==> src/rtl/flash_sr_pkg.sv <==
package flash_sr_pkg;
  localparam logic [7:0] OP_WREN  = 8'h06;
  localparam logic [7:0] OP_WRDI  = 8'h04;
  localparam logic [7:0] OP_VPFX  = 8'h50;
  localparam logic [7:0] OP_WRSR1 = 8'h01;
  localparam logic [7:0] OP_WRSR2 = 8'h31;
  localparam logic [7:0] OP_WRSR3 = 8'h11;
  localparam logic [7:0] OP_RDSR1 = 8'h05;
  localparam logic [7:0] OP_RDSR2 = 8'h35;
  localparam logic [7:0] OP_RDSR3 = 8'h15;
  localparam logic [7:0] OP_READ  = 8'h03;
  localparam logic [7:0] OP_PROG  = 8'h02;
  localparam logic [7:0] OP_ERS4  = 8'h20;
  localparam logic [7:0] OP_ERS64 = 8'hD8;
  localparam logic [7:0] OP_SPROG = 8'h42;
  localparam logic [7:0] OP_SERS  = 8'h44;
  localparam logic [7:0] OP_BLKLK = 8'h36;
  localparam logic [7:0] OP_BLKUL = 8'h39;
  localparam logic [7:0] OP_RSTEN = 8'h66;
  localparam logic [7:0] OP_RST   = 8'h99;

  // writable bits of each status register
  localparam logic [7:0] MASK_S1 = 8'hFC;
  localparam logic [7:0] MASK_S2 = 8'h42;
  localparam logic [7:0] MASK_LB = 8'h38;
  localparam logic [7:0] MASK_S3 = 8'h84;

  typedef struct packed {
    logic       wrVol;
    logic       wrNv;
    logic       rdEn;
    logic [1:0] regSel;
    logic       blkLock;
    logic       blkUnlock;
    logic       swReset;
  } strobe_t;
endpackage

==> src/rtl/flash_sr_ctrl_fsm.sv <==
module flash_sr_ctrl_fsm
  import flash_sr_pkg::*;
#(
  parameter int BUSY_CYC = 24
) (
  input  logic       clk,
  input  logic       porN,
  input  logic       rstN,
  input  logic       cmdValid,
  input  logic [7:0] cmdCode,
  input  logic       wpN,
  input  logic       blkProt,
  input  logic       secOk,
  output strobe_t    st,
  output logic       acceptStb,
  output logic       rejectStb,
  output logic       busy,
  output logic       wel
);
  localparam int CNT_W = $clog2(BUSY_CYC + 1);

  logic [CNT_W-1:0] cnt;
  logic volArmed, rstArmed;
  logic acc, rej, startOp, setWel, clrWel;

  function automatic logic [1:0] regIdx(input logic [7:0] c);
    if (c == OP_WRSR1 || c == OP_RDSR1) return 2'd0;
    if (c == OP_WRSR2 || c == OP_RDSR2) return 2'd1;
    return 2'd2;
  endfunction

  always_comb begin
    st = '0;
    acc = 1'b0;
    rej = 1'b0;
    startOp = 1'b0;
    setWel = 1'b0;
    clrWel = 1'b0;
    st.regSel = regIdx(cmdCode);
    if (cmdValid) begin
      if (busy && !(cmdCode inside {OP_RDSR1, OP_RDSR2, OP_RDSR3, OP_RSTEN, OP_RST})) begin
        rej = 1'b1;
      end else begin
        case (cmdCode)
          OP_WREN: begin acc = 1'b1; setWel = 1'b1; end
          OP_WRDI: begin acc = 1'b1; clrWel = 1'b1; end
          OP_VPFX: begin acc = 1'b1; clrWel = 1'b1; end
          OP_WRSR1, OP_WRSR2, OP_WRSR3: begin
            if (!wpN) rej = 1'b1;
            else if (volArmed) begin acc = 1'b1; st.wrVol = 1'b1; end
            else if (wel) begin acc = 1'b1; st.wrNv = 1'b1; startOp = 1'b1; end
            else rej = 1'b1;
          end
          OP_PROG, OP_ERS4, OP_ERS64: begin
            if (wel && !blkProt) begin acc = 1'b1; startOp = 1'b1; end
            else rej = 1'b1;
          end
          OP_SPROG, OP_SERS: begin
            if (wel && secOk) begin acc = 1'b1; startOp = 1'b1; end
            else rej = 1'b1;
          end
          OP_BLKLK: begin acc = 1'b1; st.blkLock = 1'b1; end
          OP_BLKUL: begin acc = 1'b1; st.blkUnlock = 1'b1; end
          OP_READ:  acc = 1'b1;
          OP_RDSR1, OP_RDSR2, OP_RDSR3: begin acc = 1'b1; st.rdEn = 1'b1; end
          OP_RSTEN: acc = 1'b1;
          OP_RST: begin
            if (rstArmed) begin acc = 1'b1; st.swReset = 1'b1; end
            else rej = 1'b1;
          end
          default: rej = 1'b1;
        endcase
      end
    end
  end

  always_ff @(posedge clk) begin
    if (!porN || !rstN) begin
      busy <= 1'b0;
      wel <= 1'b0;
      cnt <= '0;
      volArmed <= 1'b0;
      rstArmed <= 1'b0;
      acceptStb <= 1'b0;
      rejectStb <= 1'b0;
    end else begin
      acceptStb <= acc;
      rejectStb <= rej;
      if (cmdValid) begin
        volArmed <= acc && (cmdCode == OP_VPFX);
        rstArmed <= acc && (cmdCode == OP_RSTEN);
      end
      if (st.swReset) begin
        busy <= 1'b0;
        wel <= 1'b0;
        cnt <= '0;
      end else if (startOp) begin
        busy <= 1'b1;
        cnt <= CNT_W'(BUSY_CYC - 1);
      end else if (busy) begin
        if (cnt == '0) begin
          busy <= 1'b0;
          wel <= 1'b0;
        end else begin
          cnt <= cnt - 1'b1;
        end
      end else if (setWel) begin
        wel <= 1'b1;
      end else if (clrWel) begin
        wel <= 1'b0;
      end
    end
  end

  AST_BUSY_NEEDS_WEL: assert property (@(posedge clk) disable iff (!porN || !rstN)
    $rose(busy) |-> $past(wel));
  AST_PREFIX_CLEARS_WEL: assert property (@(posedge clk) disable iff (!porN || !rstN)
    (cmdValid && cmdCode == OP_VPFX && !busy) |=> !wel);
  AST_VOL_NO_BUSY: assert property (@(posedge clk) disable iff (!porN || !rstN)
    st.wrVol |=> !busy);
  AST_DONE_DROPS_WEL: assert property (@(posedge clk) disable iff (!porN || !rstN)
    $fell(busy) |-> !wel);
  AST_BUSY_FILTER: assert property (@(posedge clk) disable iff (!porN || !rstN)
    (busy && cmdValid && cmdCode == OP_READ) |=> rejectStb);
endmodule

==> src/rtl/flash_sr_datapath.sv <==
module flash_sr_datapath
  import flash_sr_pkg::*;
#(
  parameter int         NUM_BLK = 16,
  parameter int         BLK_W   = 4,
  parameter logic [7:0] S1_INIT = 8'h00,
  parameter logic [7:0] S2_INIT = 8'h00,
  parameter logic [7:0] S3_INIT = 8'h00
) (
  input  logic             clk,
  input  logic             porN,
  input  logic             rstN,
  input  strobe_t          st,
  input  logic [BLK_W-1:0] cmdAddr,
  input  logic [7:0]       cmdData,
  input  logic             busyIn,
  input  logic             welIn,
  output logic             blkProt,
  output logic             secOk,
  output logic             rdValid,
  output logic [7:0]       rdData,
  output logic             pinHoldMode,
  output logic             pinResetMode
);
  logic [7:0] work1, work2, work3;
  logic [7:0] shad1, shad2, shad3;
  logic [NUM_BLK-1:0] blkLocks;
  logic [7:0] nv2;
  logic inRange;
  int unsigned protCnt, addrIdx;

  assign nv2 = (cmdData & MASK_S2) | ((shad2 | cmdData) & MASK_LB);

  always_comb begin
    protCnt = (work1[4:2] == 3'd0) ? 0 : (32'd1 << (work1[4:2] - 3'd1));
    if (protCnt > NUM_BLK) protCnt = NUM_BLK;
    addrIdx = 32'(cmdAddr);
    inRange = work1[5] ? (addrIdx < protCnt) : (addrIdx + protCnt >= NUM_BLK);
    blkProt = work3[2] ? blkLocks[cmdAddr] : (inRange ^ work2[6]);
    case (cmdAddr[1:0])
      2'd1: secOk = !work2[3];
      2'd2: secOk = !work2[4];
      2'd3: secOk = !work2[5];
      default: secOk = 1'b0;
    endcase
  end

  assign pinHoldMode  = !work2[1] && !work3[7];
  assign pinResetMode = !work2[1] &&  work3[7];

  always_ff @(posedge clk) begin
    if (!porN) begin
      shad1 <= S1_INIT & MASK_S1;
      shad2 <= S2_INIT & (MASK_S2 | MASK_LB);
      shad3 <= S3_INIT & MASK_S3;
      work1 <= S1_INIT & MASK_S1;
      work2 <= S2_INIT & (MASK_S2 | MASK_LB);
      work3 <= S3_INIT & MASK_S3;
      blkLocks <= '1;
      rdValid <= 1'b0;
      rdData <= '0;
    end else if (!rstN || st.swReset) begin
      work1 <= shad1;
      work2 <= shad2;
      work3 <= shad3;
      blkLocks <= '1;
      rdValid <= 1'b0;
    end else begin
      rdValid <= st.rdEn;
      if (st.rdEn) begin
        case (st.regSel)
          2'd0: rdData <= {work1[7:2], welIn, busyIn};
          2'd1: rdData <= work2;
          default: rdData <= work3;
        endcase
      end
      if (st.wrVol) begin
        case (st.regSel)
          2'd0: work1 <= cmdData & MASK_S1;
          2'd1: work2 <= (cmdData & MASK_S2) | (work2 & MASK_LB);
          default: work3 <= cmdData & MASK_S3;
        endcase
      end
      if (st.wrNv) begin
        case (st.regSel)
          2'd0: begin work1 <= cmdData & MASK_S1; shad1 <= cmdData & MASK_S1; end
          2'd1: begin work2 <= nv2; shad2 <= nv2; end
          default: begin work3 <= cmdData & MASK_S3; shad3 <= cmdData & MASK_S3; end
        endcase
      end
      if (st.blkLock) blkLocks[cmdAddr] <= 1'b1;
      if (st.blkUnlock) blkLocks[cmdAddr] <= 1'b0;
    end
  end

  AST_SHADOW_HOLD: assert property (@(posedge clk) disable iff (!porN || !rstN)
    st.wrVol |=> $stable({shad1, shad2, shad3}));
  AST_LOCK_STICKY: assert property (@(posedge clk) disable iff (!porN)
    (($past(shad2) & MASK_LB) & shad2) == ($past(shad2) & MASK_LB));
endmodule

==> src/rtl/flash_sr_ctrl.sv <==
module flash_sr_ctrl
  import flash_sr_pkg::*;
#(
  parameter int         NUM_BLK  = 16,
  parameter int         BLK_W    = $clog2(NUM_BLK),
  parameter int         BUSY_CYC = 24,
  parameter logic [7:0] S1_INIT  = 8'h00,
  parameter logic [7:0] S2_INIT  = 8'h00,
  parameter logic [7:0] S3_INIT  = 8'h00
) (
  input  logic             clk,
  input  logic             porN,
  input  logic             rstN,
  input  logic             cmdValid,
  input  logic [7:0]       cmdCode,
  input  logic [BLK_W-1:0] cmdAddr,
  input  logic [7:0]       cmdData,
  input  logic             wpN,
  output logic             acceptStb,
  output logic             rejectStb,
  output logic             rdValid,
  output logic [7:0]       rdData,
  output logic             busy,
  output logic             wel,
  output logic             pinHoldMode,
  output logic             pinResetMode
);
  strobe_t st;
  logic blkProt, secOk;

  flash_sr_ctrl_fsm #(.BUSY_CYC(BUSY_CYC)) uCtrl (
    .clk(clk), .porN(porN), .rstN(rstN), .cmdValid(cmdValid), .cmdCode(cmdCode),
    .wpN(wpN), .blkProt(blkProt), .secOk(secOk), .st(st),
    .acceptStb(acceptStb), .rejectStb(rejectStb), .busy(busy), .wel(wel)
  );

  flash_sr_datapath #(
    .NUM_BLK(NUM_BLK), .BLK_W(BLK_W),
    .S1_INIT(S1_INIT), .S2_INIT(S2_INIT), .S3_INIT(S3_INIT)
  ) uData (
    .clk(clk), .porN(porN), .rstN(rstN), .st(st), .cmdAddr(cmdAddr),
    .cmdData(cmdData), .busyIn(busy), .welIn(wel), .blkProt(blkProt),
    .secOk(secOk), .rdValid(rdValid), .rdData(rdData),
    .pinHoldMode(pinHoldMode), .pinResetMode(pinResetMode)
  );
endmodule

==> config.mk <==
export PLATFORM = sky130hd
export DESIGN_NAME = flash_sr_ctrl
export DESIGN_NICKNAME = d
export VERILOG_FILES = /design/src/rtl/flash_sr_pkg.sv /design/src/rtl/flash_sr_ctrl_fsm.sv /design/src/rtl/flash_sr_datapath.sv /design/src/rtl/flash_sr_ctrl.sv
export SDC_FILE = /design/constraint.sdc
export NUM_CORES = 1
export LEC_CHECK = 0
export BUFFER_PORTS_ARGS = -buffer_cell sky130_fd_sc_hd__buf_2
export CORE_ASPECT_RATIO = 0.7
export CORE_MARGIN = 8
export CORE_UTILIZATION = 39
export DETAILED_ROUTE_END_ITERATION = 16
export PLACE_DENSITY = 0.67
export SLEW_MARGIN = 0
export SYNTH_ARGS = -nofsm -noshare
export SYNTH_HDL_FRONTEND = slang
export SYNTH_SLANG_ARGS = --single-unit
==> constraint.sdc <==
create_clock -name clk -period 3.3 [get_ports clk]
set_input_delay 0 -clock clk [delete_from_list [all_inputs] [get_ports clk]]
set_output_delay 0 -clock clk [all_outputs]
set_load 0.02 [all_outputs]
==> flow_results.org <==
** Run status
- The flow ran to the end, and the final reports show no timing, DRC or antenna violations.

** Logic synthesis
- Post-Synthesis Cell Area :: approximately 0.0039 mm²
- In this run, synthesis produced a sequential element count of 71.
- Post-Syn Area per Cell :: 8.895 µm²
- Synth Instances :: 440
- The netlist uses 69 different library cells.
- Number of warnings reported in the yosys synthesis log :: 0
- After synthesis, the share of flip-flops with an asynchronous set or reset is 0%.
- In this run, synthesis inferred 0 flip-flops with an integrated enable.
- Counting every net in the synthesized netlist gives about 480.
- For this run, the leading register cell type out of synthesis is sky130_fd_sc_hd__dfxtp_1.
- Sequential cells were found to cover 36.32% of the synthesized design area.

** Die
- The floorplan has 30 rows.
- Die H :: 99.82 µm
- For this design the top-level I/O count stands at 40.
- The floorplan step defined a core boundary enclosing 0.009722 mm².
- The floorplan step defined a die boundary enclosing 0.01355 mm².
- Chip width :: 135.7 µm
- Initial Util :: around two fifths

** Critical path
- Category of the critical setup timing path :: flop to flop
- End point of the critical path :: uCtrl.cnt[3]
- Endpoint of the worst-slack reg-to-reg timing path :: uCtrl.cnt[3]
- Largest fanout on the critical path :: 6
- Setup crit start kind :: flop
- The worst register-to-register path has a depth of 12.
- Setup crit end kind :: flop
- Data arrives at the worst endpoint at about 3400 ps.
- Data on the critical path is required at its endpoint by between 3000 and 4000 ps.
- Across all register-to-register paths, the minimum setup slack is around 120 ps.

** Routing
- Starting DRC count in detailed routing :: 324
- Remaining DRCs :: 0
- Using the TritonRoute via totals, the vias-per-cell ratio works out to 5.783.
- Routed wire length :: roughly 10,000 µm
- Routed length per placed instance :: 17.13 µm
- For this run, the detailed router's first-pass iteration total came to 5.
- Via count :: approximately 3,500
- Residual antenna-violating net count after detailed routing :: 0

** STA
- In this run the tightest slew margin relative to its limit is 35.53%.
- Setup violations remaining at the end of the flow were counted as 0.
- Final count of hold timing violations :: 0
- For the pin with the worst max-slew slack, the measured transition is a little under 1000 ps.
- For this run, the top clock speed supported by timing is 314.5 MHz.
- The max-slew violation count came to 0.
- Clock period minus worst slack :: around 3200 ps
- Between clock sinks in the finished design, the worst skew comes to approximately 4.2 ps.
- Final clock period utilization by the worst path :: a little over nine tenths

** Place
- The HPWL after detailed placement is 7382 µm.
- In this run the tool buffered the top-level ports with 38 buffer cells.
- Routability-driven placement finished with a final weighted congestion of 0.8701.

** Hold path
- Instance count along the most critical hold path :: 2
- The path class of the tightest hold or removal check is input port to flop.

** Global route
- The total overflow left after global routing is 0.
- Overall Global Routing Usage :: between 10% and 20%
- The first global-routing pass estimated around 17,000 µm of wire.
- Entering global routing, the biggest net connects 38 pins.
- The number of global-route vias before repair is about 3,300.
- Initial antenna violation count :: 1

** Clocking
- The number of clock buffers added by TritonCTS is 9.
- Clock tree buffer depth :: 2
- The tree is rooted in a sky130_fd_sc_hd__clkbuf_16.
- After clock tree synthesis, the clock-pin slew on the worst setup and hold paths is 60 ps.
- In this run the number of H-tree levels came out at 3.
- Worst skew pair latency :: 340 ps
- TritonCTS built the clock tree.
- Counting every sink on the clock net gives slightly above 70.

** Finish
- Inserted Diodes :: 0
- After filler insertion, the fill cell instance count of the layout stands at 906.
- In the final design database the tool counted 516 nets.
- Fraction of layout cells with a size suffix above 1 :: approximately a fifth
- From synthesis to final layout, the design area changed by 19.34%.
- Final core utilization :: 48.04%

** Pwr
- Net switching is between 20 and 30% of the power.
- Maximum ir drop on the vdd rail :: 218.9 µV
- Share of total power in sequential cells :: 44.1%
- Summed over all nets, the switching power comes to approximately 0.00051 W.
- Static leakage power :: 1.945 nW
- Sum of internal, switching and leakage power :: 0.001981 W
- Combinational logic is responsible for 9.8% of the overall power.
- Power spread over the standard cell area amounts to 424.2 mW/mm².
- Proportion of power drawn by the clock network :: 46.2%
- Internal power of the cells :: around 0.0015 W

** Run
- Reported max-cap violation count :: 0
-- timing repair --
action	CTS	global route
hold buffers	7	0
gates resized for setup	2	16
setup endpoints to repair	6	8
pin swaps	1	7
setup buffers	1	1
endpoints found under the hold margin	14	0
-- per-layer routing --
layer | vias to the layer above | GRT usage (%) | wire [µm]
li1 | 1699 | - | -
met4 | 2 | 4.677 | 142
met2 | 122 | 22.51 | 4527
met3 | 15 | 5.040 | 763
met1 | 1701 | 22.20 | 5038
met5 | - | 0 | 12
-- power groups by stage --
stage | Sequential, W | Clock [W] | Combinational, W
detailed placement | 0.000890 | 0 | 0.000166
finish | 0.000873 | 0.000915 | 0.000194
global route | 0.000873 | 0.000968 | 0.000213
global placement | 0.000890 | 0 | 0.000163
CTS | 0.000871 | 0.000928 | 0.000179
floorplan | 0.000890 | 0 | 0.000111
-- synthesized netlist by cell type (all sizes together) (12+ instances only) --
master,count,area share [%]
and2,15,2.4
clkbuf,16,1.6
nand2,26,2.5
buf,12,1.8
nor2,29,2.8
o21ai,32,4.2
mux2i,25,6.4
nor2b,19,3.0
a21oi,22,3.1
nand3,18,2.4
a31oi,13,2.1
inv,13,1.2
dfxtp,71,36
-- stage by stage --
step	std cells	TNS, ps	setup WS [ps]	cell area (µm²)	hold WS [ps]
after floorplan	440	0	0.1776	3920	166.2
after global placement	587	0	14.84	4213	283.5
after detailed placement	587	-128.0	-81.17	4213	317.2
after CTS	611	0	52.41	4588	13.90
after global routing	612	-99.32	-43.60	4671	31.02
final	612	0	120.0	4671	19.92
-- cells in the final DEF, fill, tap and decap left out, types with 3 or more instances in the layout --
master                          Yosys  routed
sky130_fd_sc_hd__a22oi_1            9       9
sky130_fd_sc_hd__clkinv_4           0       3
sky130_fd_sc_hd__xor2_1             3       3
sky130_fd_sc_hd__or3_1              3       3
sky130_fd_sc_hd__nor3_1             7       7
sky130_fd_sc_hd__and2_1            14      14
sky130_fd_sc_hd__o21a_1             4       4
sky130_fd_sc_hd__dfxtp_2            0       3
sky130_fd_sc_hd__inv_1             13      12
sky130_fd_sc_hd__a21oi_1           21      21
sky130_fd_sc_hd__nand4b_1           4       4
sky130_fd_sc_hd__nor2b_1           19      18
sky130_fd_sc_hd__nand2_1           26      25
sky130_fd_sc_hd__nor2_1            29      28
sky130_fd_sc_hd__nand2b_1          11      10
sky130_fd_sc_hd__nand4_1            8       8
sky130_fd_sc_hd__mux2i_1           25      25
sky130_fd_sc_hd__a31oi_1           13      12
sky130_fd_sc_hd__clkbuf_16          0       9
sky130_fd_sc_hd__o32ai_1            3       3
sky130_fd_sc_hd__dfxtp_1           71      68
sky130_fd_sc_hd__o21ai_0           29      29
sky130_fd_sc_hd__dlygate4sd3_1      0       7
sky130_fd_sc_hd__ha_1              11       9
sky130_fd_sc_hd__nor4_1             3       3
sky130_fd_sc_hd__and3_1             7       7
sky130_fd_sc_hd__nor4_4             3       3
sky130_fd_sc_hd__o211a_1            8       8
sky130_fd_sc_hd__buf_2             10      38
sky130_fd_sc_hd__a311oi_1           4       4
sky130_fd_sc_hd__nand3_1           17      17
sky130_fd_sc_hd__buf_4              1      11
-- how the worst min path moves through the flow --
| stage | start | endpoint | slack, ps |
|---|---|---|---|
| finish | cmdCode[7] | uCtrl.rstArmed | 20 |
| global route | cmdCode[7] | uCtrl.rstArmed | 30 |
| CTS | cmdCode[7] | uCtrl.rstArmed | 10 |
| detailed placement | cmdData[1] | uData.shad2[1] | 320 |
| global placement | cmdData[1] | uData.shad2[1] | 280 |
| floorplan | cmdData[2] | uData.shad1[2] | 170 |
-- final cells by class --
cell class              count  area [µm²]  share of cell area (%)
clock buffers              10       239.0                   5.117
clock inverters             6       46.29                  0.9912
inverters                  13       48.80                   1.045
multi-input cells         328        2409                   51.57
flip-flops and latches     71        1425                   30.51
well taps                 128       160.2                   3.429
repair buffers             56       342.8                   7.340
-- kinds of logic after synthesis --
| family | after synthesis | synth area share, % |
|---|---|---|
| and+or+nand+nor | 169 | 25.61 |
| AOI/OAI and AO/OA | 113 | 19.82 |
| DFF | 71 | 36.32 |
| buffers and inverters | 41 | 4.604 |
| muxes | 29 | 8.504 |
| adders and majority gates | 12 | 4.028 |
| xor gates and xnor gates | 5 | 1.119 |
-- worst max-delay path, cell delays in order (launching register included) --
cell	delay [ps]
sky130_fd_sc_hd__dfxtp_2	320
sky130_fd_sc_hd__inv_1	60
sky130_fd_sc_hd__ha_4	260
sky130_fd_sc_hd__nand2b_1	80
sky130_fd_sc_hd__nor3b_2	260
sky130_fd_sc_hd__nand2b_1	120
sky130_fd_sc_hd__ha_1	310
sky130_fd_sc_hd__nor2b_1	50
sky130_fd_sc_hd__o41a_1	400
sky130_fd_sc_hd__a2111oi_4	340
sky130_fd_sc_hd__mux2_4	340
sky130_fd_sc_hd__a211o_4	360
sky130_fd_sc_hd__and3_1	170
Note: power is estimated with default switching activity, not from simulation.
